==> src/rtl/vlan_cmd_table.sv <==
module vlan_cmd_table #(
  parameter int ENTRIES = 16,
  parameter int PORTS   = 10
) (
  input  logic             clk,
  input  logic             rst_n,
  input  logic             wr_en,
  input  logic             wr_sel,
  input  logic [31:0]      wr_data,
  input  logic             rd_sel,
  output logic [31:0]      rd_data,
  input  logic [11:0]      lk_vid,
  output logic             lk_hit,
  output logic [PORTS-1:0] lk_mask,
  output logic             lk_prio_en,
  output logic [2:0]       lk_prio
);
  localparam int IW = $clog2(ENTRIES);
  localparam logic [IW-1:0] LAST = IW'(ENTRIES - 1);

  logic [2:0]  op_q;
  logic        busy_q, full_q, pen_q;
  logic [3:0]  port_q;
  logic [11:0] vid_q;
  logic [2:0]  prio_q;
  logic [PORTS-1:0] dmask_q;
  logic        dvalid_q;
  logic [IW-1:0] step_q, hit_idx_q, free_idx_q;
  logic        seen_hit_q, seen_free_q;

  logic             ev_q    [ENTRIES];
  logic [11:0]      evid_q  [ENTRIES];
  logic [PORTS-1:0] emask_q [ENTRIES];
  logic [3:0]       eprio_q [ENTRIES];

  logic cur_hit, cur_free, last, any_hit, any_free;
  logic [IW-1:0] tgt;
  logic unused_bits;

  assign unused_bits = ^{wr_data[7:4], wr_data[15:12]};
  assign cur_hit  = ev_q[step_q] && (evid_q[step_q] == vid_q);
  assign cur_free = !ev_q[step_q];
  assign last     = (step_q == LAST);
  assign any_hit  = seen_hit_q | cur_hit;
  assign any_free = seen_free_q | cur_free;
  assign tgt = seen_hit_q ? hit_idx_q : cur_hit ? step_q :
               seen_free_q ? free_idx_q : step_q;

  assign rd_data = rd_sel ? {20'b0, dvalid_q, 1'b0, 10'(dmask_q)}
                          : {pen_q, prio_q, vid_q, 4'b0, port_q, 3'b0, full_q, busy_q, op_q};

  always_ff @(posedge clk) begin
    if (!rst_n) begin
      op_q <= '0; busy_q <= 1'b0; full_q <= 1'b0; pen_q <= 1'b0;
      port_q <= '0; vid_q <= '0; prio_q <= '0;
      dmask_q <= '0; dvalid_q <= 1'b0;
      step_q <= '0; hit_idx_q <= '0; free_idx_q <= '0;
      seen_hit_q <= 1'b0; seen_free_q <= 1'b0;
      for (int i = 0; i < ENTRIES; i++) begin
        ev_q[i] <= 1'b0; evid_q[i] <= '0; emask_q[i] <= '0; eprio_q[i] <= '0;
      end
    end else begin
      if (wr_en && !busy_q) begin
        if (!wr_sel) begin
          op_q   <= wr_data[2:0];
          port_q <= wr_data[11:8];
          vid_q  <= wr_data[27:16];
          prio_q <= wr_data[30:28];
          pen_q  <= wr_data[31];
          if (wr_data[3]) begin
            busy_q <= 1'b1; full_q <= 1'b0; step_q <= '0;
            seen_hit_q <= 1'b0; seen_free_q <= 1'b0;
          end
        end else begin
          dmask_q  <= wr_data[PORTS-1:0];
          dvalid_q <= wr_data[11];
        end
      end
      if (busy_q) begin
        step_q <= step_q + 1'b1;
        if (last) busy_q <= 1'b0;
        case (op_q)
          3'd1: ev_q[step_q] <= 1'b0;
          3'd3: if (cur_hit) ev_q[step_q] <= 1'b0;
          3'd4: if (ev_q[step_q] && port_q < PORTS) emask_q[step_q][port_q] <= 1'b0;
          3'd2: begin
            if (cur_hit && !seen_hit_q) begin seen_hit_q <= 1'b1; hit_idx_q <= step_q; end
            if (cur_free && !seen_free_q) begin seen_free_q <= 1'b1; free_idx_q <= step_q; end
            if (last) begin
              if (any_hit || any_free) begin
                ev_q[tgt] <= 1'b1; evid_q[tgt] <= vid_q;
                emask_q[tgt] <= dmask_q; eprio_q[tgt] <= {pen_q, prio_q};
              end else full_q <= 1'b1;
            end
          end
          default: ;
        endcase
      end
    end
  end

  logic [IW-1:0] lk_idx;
  always_comb begin
    lk_hit = 1'b0;
    lk_idx = '0;
    for (int i = ENTRIES - 1; i >= 0; i--)
      if (ev_q[i] && evid_q[i] == lk_vid) begin
        lk_hit = 1'b1;
        lk_idx = IW'(i);
      end
  end

  assign lk_mask    = lk_hit ? emask_q[lk_idx] : '0;
  assign lk_prio_en = lk_hit & eprio_q[lk_idx][3];
  assign lk_prio    = lk_hit ? eprio_q[lk_idx][2:0] : 3'b0;
endmodule


==> config.mk <==
export PLATFORM = sky130hd
export DESIGN_NAME = vlan_cmd_table
export DESIGN_NICKNAME = d
export VERILOG_FILES = /design/src/rtl/vlan_cmd_table.sv
export SDC_FILE = /design/constraint.sdc
export NUM_CORES = 1
export LEC_CHECK = 0
export ABC_CLOCK_PERIOD_IN_PS = 10600
export BUFFER_PORTS_ARGS = -buffer_cell sky130_fd_sc_hd__buf_4
export CORE_MARGIN = 4
export CORE_UTILIZATION = 40
export DETAILED_ROUTE_END_ITERATION = 12
export MAX_ROUTING_LAYER = met4
export PLACE_DENSITY_LB_ADDON = 0.08
export SLEW_MARGIN = 40
export SYNTH_ARGS = -nofsm -noshare
export SYNTH_HDL_FRONTEND = slang
export SYNTH_SLANG_ARGS = --single-unit
==> constraint.sdc <==
create_clock -name clk -period 10.6 [get_ports clk]
set_input_delay 1.06 -clock clk [delete_from_list [all_inputs] [get_ports clk]]
set_output_delay 1.06 -clock clk [all_outputs]
set_load 0.005 [all_outputs]
**After elaboration in Yosys (flattened, before gate mapping)**

Memories as Yosys holds them, arrays and structs flattened. A register that Yosys moved wholly into a read port is not among the register bits.
Cells that the tools add are included.

- Memories kept: 4
- RAM bits: 432
- Flip-flop bits (word level): 50
- Output and inout port bits: 47

- Multiplexer cells: 112
- Add/sub/neg operators: 1
- Equal/unequal tests: 23
- Bitwise logic cells: 5
- Reductions and logical operators: 40
- Magnitude comparators: 3

Memories:

| memory | words | bits a word | read ports | clocked after Yosys merged registers in | wr ports | RTL line | text |
|---|---|---|---|---|---|---|---|
| evid_q | 16 | 12 | 17 | 1 | 16 | 32 | `logic [11:0] evid_q [ENTRIES];` |
| emask_q | 16 | 10 | 1 | 0 | 16 | 33 | `logic [PORTS-1:0] emask_q [ENTRIES];` |
| eprio_q | 16 | 4 | 1 | 0 | 16 | 34 | `logic [3:0] eprio_q [ENTRIES];` |
| ev_q | 16 | 1 | 17 | 1 | 16 | 31 | `logic ev_q [ENTRIES];` |

Operator list:

| kind | number |
|---|---|
| $eq A12 B12 Y1 | 17 |
| $mux W4 | 34 |
| $mux W1 | 68 |
| $mux W10 | 6 |
| $mux W32 | 1 |
| $logic_and A1 B1 Y1 | 22 |
| $reduce_or A10 Y1 | 2 |
| $mux W12 | 1 |
| $reduce_or A12 Y1 | 1 |
| $reduce_and A3 Y1 | 3 |
| $eq A3 B2 Y1 const B | 2 |
| $lt A4 B5 Y1 const B | 1 |
| $add A4 B1 Y4 const B | 1 |
| $demux W1 S4 | 1 |
| $eq A4 B4 Y1 const B | 1 |
| $ge A4 B1 Y1 const B | 1 |
| $logic_not A1 Y1 | 4 |
| $lt A4 B4 Y1 const B | 1 |
| $reduce_and A2 Y1 | 2 |
| $reduce_bool A2 Y1 | 2 |
| $reduce_or A4 Y1 | 1 |
| $eq A3 B1 Y1 const B | 1 |
| $eq A3 B3 Y1 const B | 1 |
| $mux W3 | 1 |
| other kinds (6) | 9 |

**Depth between registers and ports, before layout**

Gate-level depths: netlist (run 1).
An unclocked memory read counts as a cell.

- Word-level depth: 20
- Depth in mapped cells: 19
- Depth with buffers taken out: 11

**Worst setup path after synthesis (run 1)**

Ideal clock, no wire load.

- Path type: in2out
- Start point: input port lk_vid[7]
- End point: output port lk_mask[1]
- Data arrival time: 4.243 ns
- Data required time: 9.540 ns
- Path buffers: 4
- Stages on the path: 14
- Setup slack: 5.297 ns
- Cells stage by stage: clkbuf_1 buf_2 xnor2_1 nand4_1 nor4_1 nor4_1 o311ai_0 nand2_1 clkbuf_1 nor3_1 clkbuf_1 a21oi_1 nand3_1 nand2_1

- Word-level cells in the longest chain between the ends: 20
- Elaborated cells on any way between the ends: 66
- Classes of those cells: eq/ne: 16; mux: 33; reduce/logical: 16; memory: 1

Ends and longest elaborated chain:

| element | RTL line | text |
|---|---|---|
| from (decl) | 12 | `input logic [11:0] lk_vid,` |
| $eq A12 B12 Y1 | 107 | `if (ev_q[i] && evid_q[i] == lk_vid) begin` |
| $logic_and A1 B1 Y1 | 107 |  |
| $mux W4 (16 in series) | 107 |  |
| $mem_v2 Z16 W10 | -- |  |
| $mux W10 * | 113 | `assign lk_mask = lk_hit ? emask_q[lk_idx] : '0;` |
| to (decl) | 14 | `output logic [PORTS-1:0] lk_mask,` |

Every way passes the cells marked *; elsewhere a longest branch is shown, timed or not.

**Final worst setup path (run 1)**

- Start point: input port lk_vid[7]
- End point: output port lk_prio_en

- Word-level cells in the longest chain between the ends: 20
- Elaborated cells on any way between the ends: 66
- Classes of those cells: eq/ne: 16; mux: 32; bitwise: 1; reduce/logical: 16; memory: 1

Ends and longest elaborated chain:

| element | RTL line | text |
|---|---|---|
| $eq A12 B12 Y1 | 107 |  |
| $logic_and A1 B1 Y1 | 107 |  |
| $mux W4 (16 in series) | 107 |  |
| $mem_v2 Z16 W4 | -- |  |
| $and A1 B1 Y1 * | 114 | `assign lk_prio_en = lk_hit & eprio_q[lk_idx][3];` |
| to (decl) | 15 | `output logic lk_prio_en,` |

Marks and branches as above.

==> metrics.cfg, run 1 <==
[yosys]
ys.flop_type=edfxtp_1
avgSynthCellArea_sq_um=11.2
synth_edf_count=416
ys_seq_elements=486
ys_warn_count=0
netlist_instances=2410
ys_types=87
netlist_area_sq_mm=0.0269
synthArstFlopShare_pct=0
synth-seq-area-share_pct=51.7

[pwr]
p_sw_mw=1.03
seq_power_share_pct=50.6
combPwrFrac_pct=6.8
power_density_mw_per_mm2=144
leakage_nw=10.2
p_sw_share_pct=23.9
p_int_mw=3.29
irDropWorstVdd_uv=113
clkPwrFrac_pct=42.6

[routing]
vias_per_cell=5.75
wl_per_cell_um=27.1
routed_wl_um=89500
drc=0
vias=19002
drtIter0Drc=1889
antenna_left=0
firstDrtPassIters=5

[timing]
worst_pin_slew_ns=0.848
finalSetupViolCount=0
finalCriticalPeriod_ns=6.60
drv_slew=0
rsz0062_at_grt=no
max_freq_mhz=152
relSlewSlack_pct=43.4
period_share_pct=62.2
timing.final.ws_setup_ns=4.00
setup_tns_ns=0
fin_skew_ns=0.0210
hold_viol_final=0

[clock_network]
htreeDepth=2
cts-buffers-inserted=55
tritoncts=done
clock_latency_ns=0.61
cts_root_buf=clkbuf_16
cts_hold_buf=0
path_clk_slew_ns=0.06
cts_max_path_buffers=3
cts.sinks=486
post_cts_resize_count=0
cts_setup_buffers=0

[worst_setup_path]
endpoint_kind=output pin
critPathSlowestCell=o21bai_1
path_delay_family=compound AO/OA/AOI/OAI gates
critPathRequiredTime_ns=9.54
arrival_ns=5.54
crit_type=in -> out
crit_cells=14
crit_top_cell=buf_4
cp_cell_sequence=buf_4, xnor2_1, nand4_1, nor4_2, nor2b_1, o21bai_1, o21ai_0, nor2_1, buf_4, nor2_1, a211oi_1, a21oi_1, o21ai_0, buf_4
critPathMaxFanout=20
worstSetupStartpointType=input port
cp_num_buf_inv=3
critPathLaunch=lk_vid[7]
critPathMaxStageDelay_ns=0.68
r2r_cells=13

[global_route]
grt_pass1_wl_um=130000
grt_max_degree=103
grt-ovfl-total=0
track_usage_pct=25.6
grt_pass1_vias=18795
antenna_found_initial=2

[hold_path]
hp-start=vid_q[3]$_SDFFE_PN0P_
worstHoldPathCells=2
min_path_type=reg -> reg

[place]
port_buffers=87
place_inst=3203
gp_congestion=0.907
post-place-ws_ns=4.06
hpwl_um=60800

[finish]
seqCellArea_sq_mm=0.0139
synthToLayoutAreaGrowth_pct=11.6
antenna_cells=0
postLayoutCoreUtil_pct=45.3
final_nets=2447
num-fill-cells=6185
drive_gt1_share_pct=14.7
stdcell_count=3305
multi_input_area_sq_mm=0.0122

[status]
status=complete, no violations

[floorplanning]
die-area_sq_mm=0.0714
rows=94
ioPinCount=96
core_area_sq_mm=0.0662
die_x_um=267
die_h_um=267
initial_core_util_pct=40.6

[run]
drv.max_cap_violation_count=0

-- routing by layer --
metal,GRT usage [%],part of all wire [%]
met4,6.72,2.8
met1,37.5,46
met3,3.90,7.6
met2,37.1,43
met5,-,0
-- cell usage after synthesis (all sizes together), types with 4 or more instances --
library cell  instances  share of area, %
o21ai               197               3.7
a21oi                67               1.3
a211oi               11              0.39
xnor2               188               6.1
o311ai               12              0.39
or4                   5              0.14
mux2                 27               1.1
and2                416               9.7
o31a                  4              0.13
nor4                 25              0.97
nand3                49              0.93
mux2i               173               6.4
nor2                 88               1.3
nand2b               35              0.81
mux4                 34               2.8
o22ai                13              0.30
a22oi                25              0.70
edfxtp              416                46
a31oi                 5              0.12
buf                  75               1.6
nand2               127               1.8
clkbuf              142               2.0
nor3                 34              0.73
or3                   5              0.12
o21a                  4              0.11
o31ai                 5              0.24
nand4                31              0.72
xor2                 12              0.39
dfxtp                70               5.2
o211ai                6              0.17
inv                  12              0.17
nor2b                27              0.63
or2                  19              0.44
-- power by group through the flow --
| stage | logic, mW | clock network [mW] | registers (mW) |
|---|---|---|---|
| 3_3_place_gp | 0.286 | 0 | 2.22 |
| 5_1_grt | 0.314 | 1.95 | 2.19 |
| 2_1_floorplan | 0.197 | 0 | 2.19 |
| 6_report | 0.294 | 1.84 | 2.19 |
| 4_1_cts | 0.292 | 1.87 | 2.19 |
| 3_5_place_dp | 0.291 | 0 | 2.23 |
-- stage by stage --
stage | power (mW) | hold WS, ns | instance area (sq um)
floorplan | 2.39 | 0.421 | 26900
global placement | 2.51 | 0.444 | 28100
detailed placement | 2.52 | 0.461 | 28300
CTS | 4.35 | 0.469 | 30000
global route | 4.46 | 0.491 | 30000
finish | 4.32 | 0.466 | 30000
-- state kept, by name (all words and copies together), names as in the netlist, named ones only --
name,cells
pen_q,1
seen_free_q,1
full_q,1
hit_idx_q,4
vid_q,12
evid_q,192
port_q,4
ev_q,16
dmask_q,10
emask_q,160
prio_q,3
step_q,4
op_q,3
seen_hit_q,1
free_idx_q,4
dvalid_q,1
eprio_q,64
busy_q,1
-- worst paths after layout --
kind | to | slack [ns]
setup / recovery | lk_prio_en | 4.00
hold / removal | vid_q[3]$_SDFFE_PN0P_ | 0.47
setup reg to reg | eprio_q[3][1]$_SDFFCE_PN0P_ | 4.67
hold reg to reg | vid_q[3]$_SDFFE_PN0P_ | 0.47
-- placed cells by master, fill, tap and decap left out, drive strengths merged, types with 34 or more instances in the layout --
master and n:
dfxtp 70, nand2 127, edfxtp 416, nand3 49, buf 144, and2 416, o21ai 197, mux4 34
mux2i 173, xnor2 188, a21oi 67, nor2 88, clkbuf 75, nor3 34, nand2b 35
-- logic make-up (layout without fill, tap and decap cells) --
logic type / count (synthesis) / in the layout / synth area share, %
AO/OA/AOI/OAI: 380 / 380 / 8.66
XOR/XNOR: 200 / 200 / 6.52
adder cells (fa/ha/maj): 1 / 1 / 0.0466
buffers and inverters: 231 / 259 / 3.81
flip-flops: 486 / 486 / 51.7
multiplexers: 234 / 234 / 10.4
other: 1 / 4 / 0.0140
AND/OR/NAND/NOR: 877 / 877 / 18.8
-- worst register-to-register path, stage by stage, from the launching register on --
cell and delay [ns]:
dfxtp_2 0.63, buf_4 0.41, mux4_2 0.60, mux2_2 0.34
or2_1 0.22, a211oi_1 0.44, a311oi_1 0.16, nor3_1 0.68
nand2_2 0.29, a21oi_1 0.40, a21o_1 0.41, nor4_4 0.09
buf_4 0.28, nand2b_2 0.56
-- area by class of cell --
cell class,instances,share of cell area [%]
Sequential cell,486,46.3
Multi-Input combinational cell,1696,40.6
Clock buffer,75,5.08
Timing Repair Buffer,144,3.66
Tap cell,864,3.60
Clock inverter,26,0.572
Inverter,14,0.175
Note: power is estimated with default switching activity, not from simulation.
==> inputs of run 2 (changes only) <==
ABC_CLOCK_PERIOD_IN_PS = 5700   (was 10600)
clock period = 5.7 ns   (was 10.6 ns; I/O delays follow)
==> run 2 against run 1 <==
Clock power up 96%. Sequential share of layout area is 1.2 points lower. Design area up 2.7%. Flip-flop and latch count did not move. Critical endpoint is now lk_mask[4]. Largest power group unchanged. Highest routed layer unchanged.
==> metrics.cfg, run 2 (synthesized netlist as in run 1, its figures left out) <==
[status]
status=complete, no violations

[timing]
fin_skew_ns=0.0125
finalSetupViolCount=0
finalCriticalPeriod_ns=5.46
fin_hold_ws_ns=0.191
relSlewSlack_pct=42.5
drv_slew=0
setup_tns_ns=0
hold_viol_final=0
max_freq_mhz=183
period_share_pct=95.7
worst_pin_slew_ns=0.862
rsz0062_at_grt=no

[clock_network]
cts_max_path_buffers=3
cts_hold_buf=0
cts_root_buf=clkbuf_16
path_clk_slew_ns=0.06
post_cts_resize_count=0
htreeDepth=2
cts-buffers-inserted=54
cts_setup_buffers=0
tritoncts=done
cts.sinks=486
clock_latency_ns=0.61

[routing]
routed_wl_um=91100
antenna_left=0
drc=0
vias_per_cell=5.67
wl_per_cell_um=26.9
drtIter0Drc=2059
vias=19231
firstDrtPassIters=7

[worst_setup_path]
cp_num_buf_inv=2
path_delay_family=compound AO/OA/AOI/OAI gates
critPathRequiredTime_ns=5.13
critPathMaxFanout=46
regToRegSetupSlack_ns=0.65
r2r_cells=13
cp_cell_sequence=xnor2_1, nand4_1, nor4_1, o211ai_1, a21oi_1, o31ai_1, a21oi_4, buf_12, mux2i_1, a22oi_1, nand3_1, nand2_1, buf_4
r2r-end=evid_q[15][2]$_SDFFCE_PN0P_
crit_type=reg -> out
endpoint_kind=output pin
critPathSlowestCell=nor4_1
critPathMaxStageDelay_ns=0.66
worstSetupStartpointType=register
arrival_ns=4.89

[place]
hpwl_um=65100
port_buffers=87
gp_congestion=0.923

[pwr]
power_mw=8.25
power_density_mw_per_mm2=268
irDropWorstVdd_uv=198
leakage_nw=10.7

[hold_path]
worstHoldPathCells=3
min_path_type=in -> reg
hp-start=wr_data[6]
holdPathEnd=dmask_q[6]$_SDFFE_PN0P_

[run]
drv.max_cap_violation_count=0

[finish]
largest_register_ff_count=192
synthToLayoutAreaGrowth_pct=14.6
final_nets=2532
top_regs=evid_q x192, emask_q x160, eprio_q x64
top_register=evid_q
final_cell_mix=416 x and2_1, 416 x edfxtp_1, 214 x buf_4, 188 x xnor2_1, 173 x mux2i_1
drive_gt1_share_pct=17.3

[global_route]
grt-ovfl-total=0
antenna_found_initial=2
grt_max_degree=105
grt_pass1_wl_um=133000
grt_pass1_vias=19336
track_usage_pct=26.1

[floorplanning]
die_x_um=267
die_h_um=267
initial_core_util_pct=40.6
ioPinCount=96
core_area_sq_mm=0.0662
rows=94
die-area_sq_mm=0.0714

==> run 2: cell count changes in the layout (fill, tap and decap cells not counted), moves of 3 or more <==
cell      change
buf_12       +13
buf_4        +72
clkbuf_1      -3
clkbuf_8      +4
clkinv_1      -4
dfxtp_2       +3
nand2b_1      +8
nand2b_2      -8
nor4_1        +4
nor4_2        -4
o21ai_2       +4
o21ai_4       -4
==> run 2: how the worst max path moves through the flow <==
| stage | startpoint | end | cells past startpoint |
|---|---|---|---|
| final | evid_q[14][5]$_SDFFCE_PN0P_ | lk_mask[4] | 13 |
| after global routing | evid_q[14][5]$_SDFFCE_PN0P_ | lk_prio[2] | 13 |
| after CTS | evid_q[14][5]$_SDFFCE_PN0P_ | lk_mask[4] | 13 |
| after detailed placement | lk_vid[7] | lk_mask[4] | 14 |
| after global placement | lk_vid[0] | lk_prio[0] | 17 |
| after floorplan | register | eprio_q[4][0]$_SDFFCE_PN0P_ | 15 |
==> run 2: area by class of cell <==
class / instances / area (sq um)
clock inverters: 20 / 191
multi-input cells: 1696 / 12000
well taps: 864 / 1080
repair buffers: 230 / 1910
clock buffers: 78 / 1620
fillers: 6067 / 35400
diodes: 1 / 2.50
inverters: 14 / 52.6
flip-flops and latches: 486 / 13900
==> run 2: routing by layer <==
layer  share of wire (%)  global-route usage, %  up-vias
met5                   0                      -        -
met4                 2.5                   6.18        0
met3                 8.5                   5.43      139
met2                  44                   38.2      773
met1                  45                   37.5     9598
li1                    -                      -     8721
==> run 2: worst register-to-register path: stages, from the launching register on <==
cell	delay, ns
dfxtp_2	0.56
buf_4	0.32
mux4_2	0.55
o221ai_1	0.58
xor2_1	0.26
buf_4	0.16
o211ai_1	0.09
or3_1	0.38
buf_4	0.19
o31ai_4	0.30
buf_4	0.29
nand2_1	0.18
o21ai_1	0.56
buf_4	0.33
==> run 2: stage by stage <==
stage / utilization [%] / cells / worst slack [ns] / instance area, sq um
3_3_place_gp: 43.7 / 3290 / 0.555 / 28900
4_1_cts: 46.5 / 3388 / 0.249 / 30800
5_1_grt: 46.5 / 3388 / 0.0158 / 30800
3_5_place_dp: 43.8 / 3290 / 0.558 / 29000
2_1_floorplan: - / 2413 / 0.881 / 26900
6_report: 46.5 / 3389 / 0.243 / 30800
==> run 2: power breakdown <==
group	internal [mW]	leakage [nW]	total [mW]	switching, mW
Combinational	0.228	4.94	0.577	0.349
Clock	2.14	0.894	3.60	1.47
Sequential	3.96	4.86	4.07	0.110
